===== src/rtl/vmon_pkg.sv =====
package vmon_pkg;

    localparam int REG_W    = 8;
    localparam int THR_W    = 4;
    localparam int FLD_THR  = 0;
    localparam int FLD_EN   = 4;
    localparam int FLD_RES  = 5;

    typedef logic [THR_W-1:0] thr_t;
    typedef logic [REG_W-1:0] word_t;

    // Software-owned settings
    typedef struct packed {
        logic en;
        thr_t thr;
    } cfg_t;

    // Hardware-owned latched status
    typedef struct packed {
        logic low;
        logic ok;
    } capt_t;

    function automatic cfg_t unpack_cfg(word_t w);
        cfg_t c;
        c.en  = w[FLD_EN];
        c.thr = w[FLD_THR +: THR_W];
        return c;
    endfunction

    function automatic word_t pack_view(cfg_t c, capt_t s);
        word_t v;
        v                    = '0;
        v[FLD_THR +: THR_W]  = c.thr;
        v[FLD_EN]            = c.en;
        v[FLD_RES]           = s.low;
        return v;
    endfunction

    function automatic int unsigned min_on_cycles(int unsigned khz, int unsigned us);
        int unsigned r;
        r = (khz * us) / 1000;
        if (r < 1) r = 1;
        return r;
    endfunction

endpackage


===== src/rtl/vmon_sync.sv =====
module vmon_sync #(
    parameter int STAGES = 2
) (
    input  logic clk,
    input  logic rst,
    input  logic d,
    output logic q
);
    logic [STAGES-1:0] chain;

    generate
        for (genvar i = 0; i < STAGES; i++) begin : g_stage
            if (i == 0) begin : g_first
                always_ff @(posedge clk) begin
                    if (rst) chain[0] <= 1'b0;
                    else     chain[0] <= d;
                end
            end else begin : g_next
                always_ff @(posedge clk) begin
                    if (rst) chain[i] <= 1'b0;
                    else     chain[i] <= chain[i-1];
                end
            end
        end
    endgenerate

    assign q = chain[STAGES-1];
endmodule


===== src/rtl/vmon_ontimer.sv =====
module vmon_ontimer #(
    parameter int unsigned LIMIT = 16
) (
    input  logic clk,
    input  logic rst,
    input  logic start,
    input  logic run,
    output logic done
);
    localparam int CW = $clog2(LIMIT + 1);
    localparam logic [CW-1:0] CMAX = CW'(LIMIT);

    logic [CW-1:0] cnt;

    // Loaded with 1 on turn-on so that cnt equals the number of
    // cycles the enable has read as 1.
    always_ff @(posedge clk) begin
        if (rst) begin
            cnt <= '0;
        end else if (start) begin
            cnt <= CW'(1);
        end else if (run && cnt != CMAX) begin
            cnt <= cnt + CW'(1);
        end
    end

    assign done = (cnt == CMAX);
endmodule


===== src/rtl/vmon_capture.sv =====
module vmon_capture
    import vmon_pkg::*;
(
    input  logic  clk,
    input  logic  rst,
    input  logic  fire,
    input  logic  low,
    input  logic  ok,
    output capt_t st
);
    always_ff @(posedge clk) begin
        if (rst) begin
            st <= '0;
        end else if (fire) begin
            st.low <= low;
            st.ok  <= ok;
        end
    end
endmodule


===== src/rtl/vmon_ctrl.sv =====
module vmon_ctrl
    import vmon_pkg::*;
#(
    parameter int              ADDR_W      = 8,
    parameter logic [ADDR_W-1:0] REG_ADDR  = 8'h34,
    parameter int unsigned     CLK_KHZ     = 32,
    parameter int unsigned     MIN_ON_US   = 500,
    parameter int              SYNC_STAGES = 2
) (
    input  logic              clk,
    input  logic              rst,
    input  logic [ADDR_W-1:0] bus_addr_i,
    input  logic              bus_we_i,
    input  logic [7:0]        bus_wdata_i,
    output logic [7:0]        bus_rdata_o,
    output logic              det_en_o,
    output logic [3:0]        det_thr_o,
    input  logic              det_low_i,
    output logic              capt_valid_o
);
    localparam int unsigned MIN_CYC = min_on_cycles(CLK_KHZ, MIN_ON_US);

    cfg_t  cfg_q;
    cfg_t  cfg_new;
    capt_t st_q;
    logic  hit, wr, en_rise, en_fall;
    logic  low_sync, on_done;
    logic  res_q;
    logic  unused_wbits;

    assign hit     = (bus_addr_i == REG_ADDR);
    assign wr      = hit && bus_we_i;
    assign cfg_new = unpack_cfg(bus_wdata_i);
    assign en_rise = wr && cfg_new.en && !cfg_q.en;
    assign en_fall = wr && !cfg_new.en && cfg_q.en;
    assign unused_wbits = ^{bus_wdata_i[7:FLD_RES]};

    always_ff @(posedge clk) begin
        if (rst)     cfg_q <= '0;
        else if (wr) cfg_q <= cfg_new;
    end

    vmon_sync #(.STAGES(SYNC_STAGES)) u_sync (
        .clk (clk),
        .rst (rst),
        .d   (det_low_i),
        .q   (low_sync)
    );

    vmon_ontimer #(.LIMIT(MIN_CYC)) u_timer (
        .clk   (clk),
        .rst   (rst),
        .start (en_rise),
        .run   (cfg_q.en),
        .done  (on_done)
    );

    vmon_capture u_capt (
        .clk  (clk),
        .rst  (rst),
        .fire (en_fall),
        .low  (low_sync),
        .ok   (on_done),
        .st   (st_q)
    );

    assign res_q        = st_q.low;
    assign det_en_o     = cfg_q.en;
    assign det_thr_o    = cfg_q.thr;
    assign capt_valid_o = st_q.ok;
    assign bus_rdata_o  = hit ? pack_view(cfg_q, st_q) : 8'h00;
endmodule


===== config.mk =====
export PLATFORM = sky130hd
export DESIGN_NAME = vmon_ctrl
export DESIGN_NICKNAME = d
export VERILOG_FILES = /design/src/rtl/vmon_pkg.sv /design/src/rtl/vmon_sync.sv /design/src/rtl/vmon_ontimer.sv /design/src/rtl/vmon_capture.sv /design/src/rtl/vmon_ctrl.sv
export SDC_FILE = /design/constraint.sdc
export NUM_CORES = 1
export LEC_CHECK = 0
export BUFFER_PORTS_ARGS = -buffer_cell sky130_fd_sc_hd__buf_4
export CORE_MARGIN = 5
export CORE_UTILIZATION = 40
export CTS_CLUSTER_SIZE = 24
export DETAILED_ROUTE_END_ITERATION = 6
export PLACE_DENSITY = 0.72
export SLEW_MARGIN = 20
export SYNTH_ARGS = -nofsm -noshare
export SYNTH_HDL_FRONTEND = slang
export SYNTH_SLANG_ARGS = --single-unit

===== constraint.sdc =====
create_clock -name clk -period 1.5 [get_ports clk]
set_clock_uncertainty 0.1 [all_clocks]
set_input_delay 0.225 -clock clk [delete_from_list [all_inputs] [get_ports clk]]
set_output_delay 0.225 -clock clk [all_outputs]
set_load 0.05 [all_outputs]

==> results of run 1 <==
==> per-stage QoR <==
step                total power, mW  cells  utilization
global route                  0.790    149        0.735
detailed placement            0.476    140        0.622
finish                        0.755    149        0.735
global placement              0.473    140        0.622
floorplan                     0.427     85            -
CTS                           0.759    147        0.699
==> worst paths after layout <==
check                                     start               to  slack (ns)  cells after the start
worst max-delay path              bus_addr_i[1]   bus_rdata_o[1]       -0.05                      6
worst min register to register  u_sync.chain[0]         u_sync.q        0.34                      1
worst max register to register   u_timer.cnt[0]   u_timer.cnt[2]       -0.01                      5
worst min-delay path                  det_low_i  u_sync.chain[0]        0.06                      2
==> metal layers <==
metal / wire, um / GRT usage / share of wire
met1: 1010 / 0.206 / 0.42
met2: 1230 / 0.310 / 0.51
met3: 154 / 0.0554 / 0.063
met4: 35 / 0.0383 / 0.014
met5: 0 / 0 / 0
==> worst max-delay path: cells and delay by family <==
kind,cells,cell delay [ns]
buf+inv,4,0.53
simple gates,2,0.47
==> layout make-up <==
cell class                      count  area, sq um  area share
Clock buffer                        4         36.3      0.0280
Inverter                            4         15.0      0.0116
Multi-Input combinational cell     58          520       0.402
Sequential cell                    14          287       0.221
Tap cell                           25         31.3      0.0241
Timing Repair Buffer               44          407       0.314
==> state kept, by name, summed over array words and instances, names as in the netlist <==
signal,cells
u_timer.cnt,5
det_thr_o,4
u_capt.st,2
det_en_o,1
u_sync.chain,1
u_sync.q,1
==> cells by family (layout without fill, tap and decap cells) <==
family,after synthesis,after routing,share of synthesized area
other,1,2,0.00493
adder cells (fa/ha/maj),2,2,0.0329
AO/OA/AOI/OAI,19,19,0.168
buffers and inverters,13,52,0.0872
AND/OR/NAND/NOR,32,32,0.304
flip-flops,14,14,0.368
XOR/XNOR,3,3,0.0345
==> where the power goes <==
part	internal, mW	switching (mW)	total [mW]
combinational	0.0535	0.0536	0.107
clock	0.148	0.127	0.274
sequential	0.372	0.00114	0.373
==> cells in the mapped netlist, drive strengths merged (2+ instances only) <==
cell | instances | area (sq um)
a211oi | 2 | 15.0
a21oi | 6 | 30.0
a221oi | 3 | 26.3
and3 | 5 | 31.3
buf | 5 | 36.3
clkbuf | 4 | 15.0
dfxtp | 14 | 280
ha | 2 | 25.0
inv | 4 | 15.0
nand2 | 2 | 7.51
nand3b | 2 | 15.0
nand4 | 9 | 56.3
nor2b | 3 | 18.8
nor3 | 2 | 21.3
o31ai | 6 | 45.0
xor2 | 2 | 17.5
==> what timing repair did <==
item                                    CTS  global route
resized for setup                        18             9
setup buffers                             2             2
endpoints found under the hold margin     0             0
gates cloned                              1             0
pin swaps                                 4             4
endpoints found under the setup margin    7            11
==> impl_summary.txt, run 1 <==
----------------------------------------------------
[Outcome]
  Status ... complete, but fails checks
  Violated checks ... negative setup slack

[Drt]
  Wire length per cell after detailed routing ... 16.3 um
  Iteration count of the initial detailed-routing pass ... 4
  Remaining antenna violation count after routing ... 0
  Routed via count divided by cell count ... between 5 and 6
  Drt total wl ... 2430 um
  Initial detailed-routing violation count ... 23
  Routed via count ... roughly 840
  DRC viols ... 0

[Synth]
  Count of different cell masters after synthesis ... 32
  Post-synthesis instance area ... 761 sq um
  Cells after synthesis ... 84
  Sequential-to-total area share from yosys stat ... 0.368
  Synthesized area divided by synthesized cell count ... 9.06 sq um
  Yosys synthesis warning count ... 0
  Most used flip-flop cell after synthesis ... sky130_fd_sc_hd__dfxtp_1
  FF+latch count, synth ... 14
  Async set or reset register ratio after synthesis ... 0
  Number of enable-type register cells in the synthesized netlist ... 0

[CTS]
  Clock Tree Root ... sky130_fd_sc_hd__clkbuf_4
  Sink Count ... 14
  Clock transition at the register clock pins on the worst setup and hold paths after CTS ... about 0.08 ns
  Clock insertion delay at the later pin of the skew report ... 0.28 ns
  Maximum buffer depth of the clock tree ... 2
  # hold bufs at CTS ... 0
  Number of clock buffers inserted by TritonCTS ... 3
  TritonCTS clock tree ... done
  Number of H-tree levels ... 1

[Pwr]
  Leakage dissipation ... ~0.53 nW
  Ratio of total power to cell area ... about 580 nW/um^2
  Worst vdd ir ... 0.570 mV

[Placed design]
  Number of buffer cells added on primary ports ... 28
  Area after detailed placement ... roughly 1100 sq um
  Post-DP HPWL ... approximately 1500 um
  Post-place setup slack ... -0.188 ns
  RD Place Congestion ... 0.770

[Floorplanning]
  Initial core utilization ... 0.431
  Floorplan row count ... 15
  Die extent in y ... around 54 um
  Die Footprint ... approximately 2900 sq um
  Io pins ... 34
  Core Footprint ... roughly 1800 sq um
  Horizontal die dimension ... around 54 um

[Final layout]
  Most frequent standard cell in the layout excluding fill and tap cells ... sky130_fd_sc_hd__buf_4
  Most frequent cells in the layout ... sky130_fd_sc_hd__buf_4 (31), sky130_fd_sc_hd__dfxtp_1 (11), sky130_fd_sc_hd__nand4_1 (9)
  Synth-to-Final Area Change ... 70.4%
  Antenna diodes ... 0
  Fraction of final layout cells with drive strength greater than 1 ... 0.556
  Area of all placed cells without fillers ... around 1300 sq um
  Net count reported at finish ... about 150
  Filler Cells Inserted ... 137

[Critical path]
  Startpoint-to-endpoint class of the critical path ... in -> out
  CP dominant cell by count ... sky130_fd_sc_hd__buf_6
  Startpoint type of the worst setup path ... input port
  Critical path, cell by cell ... buf_6 -> buf_6 -> nor4b_4 -> buf_4 -> and3_4 -> buf_8
  Critical path's slowest cell ... sky130_fd_sc_hd__nor4b_4
  Maximum single-stage delay on the critical path ... between 0.2 and 0.3 ns
  Largest fanout on the critical path ... 5
  Crit path required time ... roughly 1.2 ns
  Arrival time of data at the critical path endpoint ... roughly 1.2 ns
  Critical path capture point type ... output port

[STA]
  Number of hold violations in the final report ... 0
  Hold slack final ... about 0.061 ns
  Unrepaired setup endpoints after global routing ... true
  Final setup TNS ... -0.242 ns
  Time the worst path needs with I/O delays and setup ... between 1.5 and 2 ns
  Transition time at the pin with the least slew margin ... approximately 0.53 ns
  Final-report setup violation count ... 8
  Crit share post-route ... 1.03
  F_max ... ~650 MHz
  Final Worst Setup Slack ... -0.0459 ns
  Max Slew Vio Count ... 0
  Worst slew slack as a fraction of its limit ... 0.646

[Global routing]
  Maximum number of pins on one net before global-route repair ... 16
  Number of antenna violations at the first check in global routing ... 0
  GR Overflow Total ... 0
  Number of global-route vias before repair ... around 800
  Global-route wire length before repair ... between 3000 and 4000 um
  Global-route usage over all layers ... 0.175

[Run]
  Max_cap viols ... 0

[Hold path]
  Hold Crit Class ... in -> reg

----------------------------------------------------
(Power assumes the default switching activity.)
==> inputs of run 2 (changes only) <==
- PLACE_DENSITY: 0.72 -> 0.7
- REMOVE_ABC_BUFFERS: unset -> 1
- SETUP_SLACK_MARGIN: unset -> 0.3
==> run 2 against run 1 <==
Compared with the run above:
- the run still ends with negative setup slack left
- first-iteration DRC count fell by 91%
- power down 0.80%
- critical endpoint is now det_en_o
- worst setup slack worse by 0.025 ns
- cell count up 0.67%
- non-clock buffer count grew 1
- sequential share of layout area down 0.87 points
- via count shrank 3.2%
- clock power barely moved
- worst hold slack got worse by 0.014 ns
- largest cell class unchanged
- fmax fell by 1.6%
==> impl_summary.txt, run 2 (same netlist as run 1, synthesis figures left out) <==
----------------------------------------------------
[Outcome]
  Status ... complete, but fails checks
  Violated checks ... negative setup slack

[Floorplanning]
  Core Footprint ... roughly 1800 sq um
  Io pins ... 34
  Die extent in y ... between 50 and 60 um
  Initial core utilization ... 0.431
  Horizontal die dimension ... between 50 and 60 um
  Floorplan row count ... 15
  Die Footprint ... between 2000 and 3000 sq um

[Drt]
  Routed via count ... between 800 and 900
  Initial detailed-routing violation count ... 2
  Drt total wl ... 2450 um
  Wire length per cell after detailed routing ... between 15 and 20 um
  Remaining antenna violation count after routing ... 0
  Iteration count of the initial detailed-routing pass ... 4
  Routed via count divided by cell count ... 5.40
  DRC viols ... 0

[Pwr]
  Leakage dissipation ... 0.552 nW
  Design Power ... 0.749 mW
  Worst vdd ir ... around 0.63 mV
  Ratio of total power to cell area ... ~540 nW/um^2

[Critical path]
  Startpoint-to-endpoint class of the critical path ... in -> reg
  Critical path's slowest cell ... sky130_fd_sc_hd__or4b_4
  Critical path capture point type ... register
  R2r worst-path depth ... 6
  Maximum single-stage delay on the critical path ... roughly 0.55 ns
  Critical path, cell by cell ... buf_6 -> or4b_4 -> buf_4 -> buf_6 -> buf_12 -> nor3_4 -> o22ai_1
  Arrival time of data at the critical path endpoint ... ~1.6 ns
  Worst setup slack for register-to-register paths ... -0.02 ns
  Crit path required time ... approximately 1.6 ns
  Top cell family by delay on the critical path ... simple AND/OR/NAND/NOR gates
  Startpoint type of the worst setup path ... input port
  Crit path buf inv count ... 4
  CP dominant cell by count ... sky130_fd_sc_hd__buf_6
  Worst reg2reg path startpoint ... u_timer.cnt[0]
  Crit Reg-Reg Endpoint ... u_timer.cnt[0]
  Largest fanout on the critical path ... 7

[Global routing]
  Maximum number of pins on one net before global-route repair ... 16
  Number of global-route vias before repair ... roughly 800
  Global-route usage over all layers ... 0.182
  Number of antenna violations at the first check in global routing ... 0
  Global-route wire length before repair ... roughly 3600 um
  GR Overflow Total ... 0

[Final layout]
  Synth-to-Final Area Change ... 81.2%
  Most frequent cells in the layout ... sky130_fd_sc_hd__buf_4 (26), sky130_fd_sc_hd__buf_6 (14), sky130_fd_sc_hd__nand4_1 (9)
  Biggest register ... u_timer.cnt
  Final non-filler cell total ... 150
  Fraction of final layout cells with drive strength greater than 1 ... 0.624
  Net count reported at finish ... roughly 150
  Antenna diodes ... 0
  Number of flip-flops in the largest register ... 5
  Final cell utilization of the core ... 0.782
  Most frequent standard cell in the layout excluding fill and tap cells ... sky130_fd_sc_hd__buf_4
  Area of all placed cells without fillers ... roughly 1400 sq um

[CTS]
  Sink Count ... 14
  Number of clock buffers inserted by TritonCTS ... 3
  Maximum buffer depth of the clock tree ... 2
  Number of H-tree levels ... 1
  Clock transition at the register clock pins on the worst setup and hold paths after CTS ... roughly 0.080 ns
  Clock insertion delay at the later pin of the skew report ... 0.28 ns
  TritonCTS clock tree ... done
  # hold bufs at CTS ... 0
  Clock Tree Root ... sky130_fd_sc_hd__clkbuf_4

[STA]
  Crit share post-route ... 1.05
  F_max ... roughly 640 MHz
  Number of hold violations in the final report ... 0
  Final setup TNS ... -0.433 ns
  Unrepaired setup endpoints after global routing ... true
  Time the worst path needs with I/O delays and setup ... around 1.6 ns
  Final-report setup violation count ... 9
  Final Worst Setup Slack ... -0.0708 ns
  Max Slew Vio Count ... 0

[Hold path]
  Worst Hold Launch ... det_low_i
  WHS Path Cells ... 2
  Hold Crit Class ... in -> reg
  Worst Hold End ... u_sync.chain[0]

[Placed design]
  Area after detailed placement ... ~1000 sq um
  Number of buffer cells added on primary ports ... 28
  RD Place Congestion ... between 0.7 and 0.8
  Total instance count after detailed placement ... 140
  Post-DP HPWL ... 1530 um

[Run]
  Max_cap viols ... 0

----------------------------------------------------
==> run 2: cell count changes in the layout (fill, tap and decap cells not counted), sizes merged <==
cell,before,now
buf,43,45
clkdlybuf4s15,1,0
==> run 2: worst reg2reg max path: cells and delay by family (launching register included) <==
kind | cells | cell delay, ns
and+or+nand+nor | 1 | 0.24
adders and majority gates | 1 | 0.15
buffers and inverters | 2 | 0.20
DFF | 1 | 0.34
xor gates and xnor gates | 1 | 0.14
AOI/OAI and AO/OA | 1 | 0.27
==> run 2: power by group <==
group          total (mW)  internal (mW)  switching (mW)
registers           0.371          0.370         0.00116
logic               0.106         0.0509          0.0556
clock network       0.271          0.148           0.123
==> run 2: worst max path at each step <==
| stage | depth (start not counted) | start | to | slack [ns] |
|---|---|---|---|---|
| after floorplan | 2 | det_en_o | bus_rdata_o[4] | -0.82 |
| after detailed placement | 5 | bus_addr_i[3] | u_timer.cnt[2] | -0.19 |
| after CTS | 4 | bus_addr_i[0] | bus_rdata_o[4] | -0.08 |
| after global routing | 4 | bus_addr_i[0] | bus_rdata_o[4] | -0.08 |
| after global placement | 5 | bus_addr_i[3] | u_timer.cnt[1] | -0.18 |
| final | 7 | bus_addr_i[0] | det_en_o | -0.07 |
==> run 2: layout make-up <==
type                            count  area [sq um]
Inverter                            4          15.0
Timing Repair Buffer               45           433
Clock buffer                        4          36.3
Tap cell                           25          31.3
Fill cell                         113           385
Multi-Input combinational cell     58           571
Sequential cell                    14           293
==> run 2: timing repair <==
| item | in CTS | in global routing |
|---|---|---|
| gates resized for setup | 30 | 27 |
| setup buffers | 4 | 2 |
| pin swaps | 12 | 6 |
| endpoints found under the setup margin | 19 | 23 |
==> run 2: routing by layer <==
metal / GRT usage / up-vias / routed length [um]
li1: - / 397 / -
met1: 0.185 / 379 / 945
met2: 0.335 / 26 / 1310
met3: 0.0609 / 8 / 137
met4: 0.0766 / 0 / 58
met5: 0 / - / 0
==> run 2: stage by stage <==
step	setup WS, ns	hold slack (ns)
after CTS	-0.0835	0.0478
after global placement	-0.183	0.325
final	-0.0708	0.0474
after floorplan	-0.821	0.194
after detailed placement	-0.191	0.343
after global routing	-0.0805	0.0409
==> inputs of run 3 (changes only) <==
- REMOVE_ABC_BUFFERS: 1 -> unset
==> run 3 against run 2 <==
Compared with the run above:
- the run still ends with negative setup slack left
- core utilization increased by 6.1 points
- register-to-register slack lost 0.03 ns
- die area did not move
- routed wire length grew 12%
- fmax up 1.5%
- global-route usage decreased by 0.25 points
- non-clock buffer count grew 9
- first-iteration DRC count rose to 3.5 times the previous value
- count of clock-buffer cells in the layout is the same
- combinational power grew 15%
- sequential cell count unchanged
- critical path type is now reg -> reg
- largest cell class unchanged
- largest power group unchanged
- highest routed layer unchanged
==> impl_summary.txt, run 3 (same netlist as run 1, synthesis figures left out) <==
----------------------------------------------------
[Outcome]
  Status ... complete, but fails checks
  Violated checks ... negative setup slack

[Final layout]
  Most frequent standard cell in the layout excluding fill and tap cells ... sky130_fd_sc_hd__buf_4
  Final cell utilization of the core ... 0.843
  Final non-filler cell total ... roughly 160
  Number of flip-flops in the largest register ... 5
  Biggest register ... u_timer.cnt
  Filler Cells Inserted ... roughly 100
  Net count reported at finish ... about 160
  Synth-to-Final Area Change ... 95.4%
  Fraction of final layout cells with drive strength greater than 1 ... 0.694
  Most frequent cells in the layout ... sky130_fd_sc_hd__buf_4 (30), sky130_fd_sc_hd__buf_6 (18), sky130_fd_sc_hd__nand4_1 (9)
  Antenna diodes ... 0

[CTS]
  Clock insertion delay at the later pin of the skew report ... 0.30 ns
  Clock transition at the register clock pins on the worst setup and hold paths after CTS ... ~0.090 ns
  TritonCTS clock tree ... done
  Number of H-tree levels ... 1
  Clock Tree Root ... sky130_fd_sc_hd__clkbuf_4
  Maximum buffer depth of the clock tree ... 2
  Number of clock buffers inserted by TritonCTS ... 3
  Sink Count ... 14

[Placed design]
  Post-DP HPWL ... 1560 um
  Total instance count after detailed placement ... 141
  Number of buffer cells added on primary ports ... 28
  RD Place Congestion ... about 0.84

[Global routing]
  Global-route wire length before repair ... 3600 um
  Number of antenna violations at the first check in global routing ... 0
  Maximum number of pins on one net before global-route repair ... 16
  Global-route usage over all layers ... 0.179
  Number of global-route vias before repair ... approximately 830
  GR Overflow Total ... 0

[Drt]
  Initial detailed-routing violation count ... 7
  Remaining antenna violation count after routing ... 0
  Wire length per cell after detailed routing ... roughly 17 um
  Drt total wl ... roughly 2700 um
  Routed via count ... between 800 and 900
  Iteration count of the initial detailed-routing pass ... 4
  DRC viols ... 0
  Routed via count divided by cell count ... roughly 5.4

[STA]
  F_max ... around 650 MHz
  Max Slew Vio Count ... 0
  Hold slack final ... 0.0440 ns
  Number of hold violations in the final report ... 0
  Final setup TNS ... -0.0793 ns
  Final-report setup violation count ... 3
  Unrepaired setup endpoints after global routing ... true
  Crit share post-route ... 1.03
  Time the worst path needs with I/O delays and setup ... 1.55 ns
  Final Worst Setup Slack ... -0.0480 ns

[Critical path]
  Critical path's slowest cell ... sky130_fd_sc_hd__dfxtp_2
  Crit path required time ... 1.61 ns
  Critical path, cell by cell ... inv_2 -> ha_4 -> and4bb_1 -> or3_1 -> a221oi_2
  R2r worst-path depth ... 5
  Maximum single-stage delay on the critical path ... between 0.3 and 0.4 ns
  Startpoint type of the worst setup path ... register
  Startpoint-to-endpoint class of the critical path ... reg -> reg
  Critical path capture point type ... register
  Worst setup slack for register-to-register paths ... -0.05 ns
  Largest fanout on the critical path ... 2
  Arrival time of data at the critical path endpoint ... 1.66 ns

[Floorplanning]
  Die extent in y ... roughly 54 um
  Horizontal die dimension ... about 54 um
  Floorplan row count ... 15
  Io pins ... 34
  Die Footprint ... 2870 sq um
  Core Footprint ... ~1800 sq um
  Initial core utilization ... 0.431

[Hold path]
  Hold Crit Class ... in -> reg
  WHS Path Cells ... 2

[Pwr]
  Leakage dissipation ... 0.612 nW
  Worst vdd ir ... 0.739 mV
  Ratio of total power to cell area ... approximately 520 nW/um^2

[Run]
  Max_cap viols ... 0

----------------------------------------------------
[run 3: layout make-up]
class,instances,area (sq um),share of cell area
Multi-Input combinational cell,58,591,0.397
Timing Repair Buffer,54,518,0.348
Sequential cell,14,295,0.199
Clock buffer,4,36.3,0.0244
Tap cell,25,31.3,0.0210
Inverter,4,15.0,0.0101
[run 3: metal layers]
metal | part of all wire | up-vias | GRT usage
met3 | 0.059 | 10 | 0.0499
met2 | 0.52 | 31 | 0.327
met1 | 0.38 | 408 | 0.186
li1 | - | 412 | -
met4 | 0.041 | 0 | 0.0894
met5 | 0 | - | 0
[run 3: what timing repair did]
action                                  CTS  global route
gates cloned                              0             0
hold buffers                              0             0
endpoints found under the hold margin     0             0
endpoints found under the setup margin   19            23
pin swaps                                10            11
buffers inserted                          6             8
gates resized for setup                  29            22
[run 3: path summary, 6_finish.rpt]
check | startpoint | to
setup / recovery | u_timer.cnt[0] | u_timer.cnt[2]
hold / removal | det_low_i | u_sync.chain[0]
setup reg to reg | u_timer.cnt[0] | u_timer.cnt[2]
hold reg to reg | u_sync.chain[0] | u_sync.q
[run 3: worst max-delay path, delay by kind of cell, from the launching register on]
family	cells	cell delay [ns]
AO/OA/AOI/OAI	1	0.25
adder cells (fa/ha/maj)	1	0.15
buffers and inverters	1	0.05
AND/OR/NAND/NOR	2	0.57
flip-flops	1	0.35
[run 3: stage by stage]
step	setup WS [ns]	total power [mW]	area (sq um)
floorplan	-0.189	0.432	848
global placement	-0.172	0.481	1120
detailed placement	-0.184	0.484	1120
CTS	-0.0232	0.772	1330
global route	-0.115	0.821	1490
finish	-0.0480	0.778	1490
[run 3: power by group]
part / internal [mW] / switching, mW
registers: 0.370 / 0.000930
clock network: 0.148 / 0.136
logic: 0.0601 / 0.0616
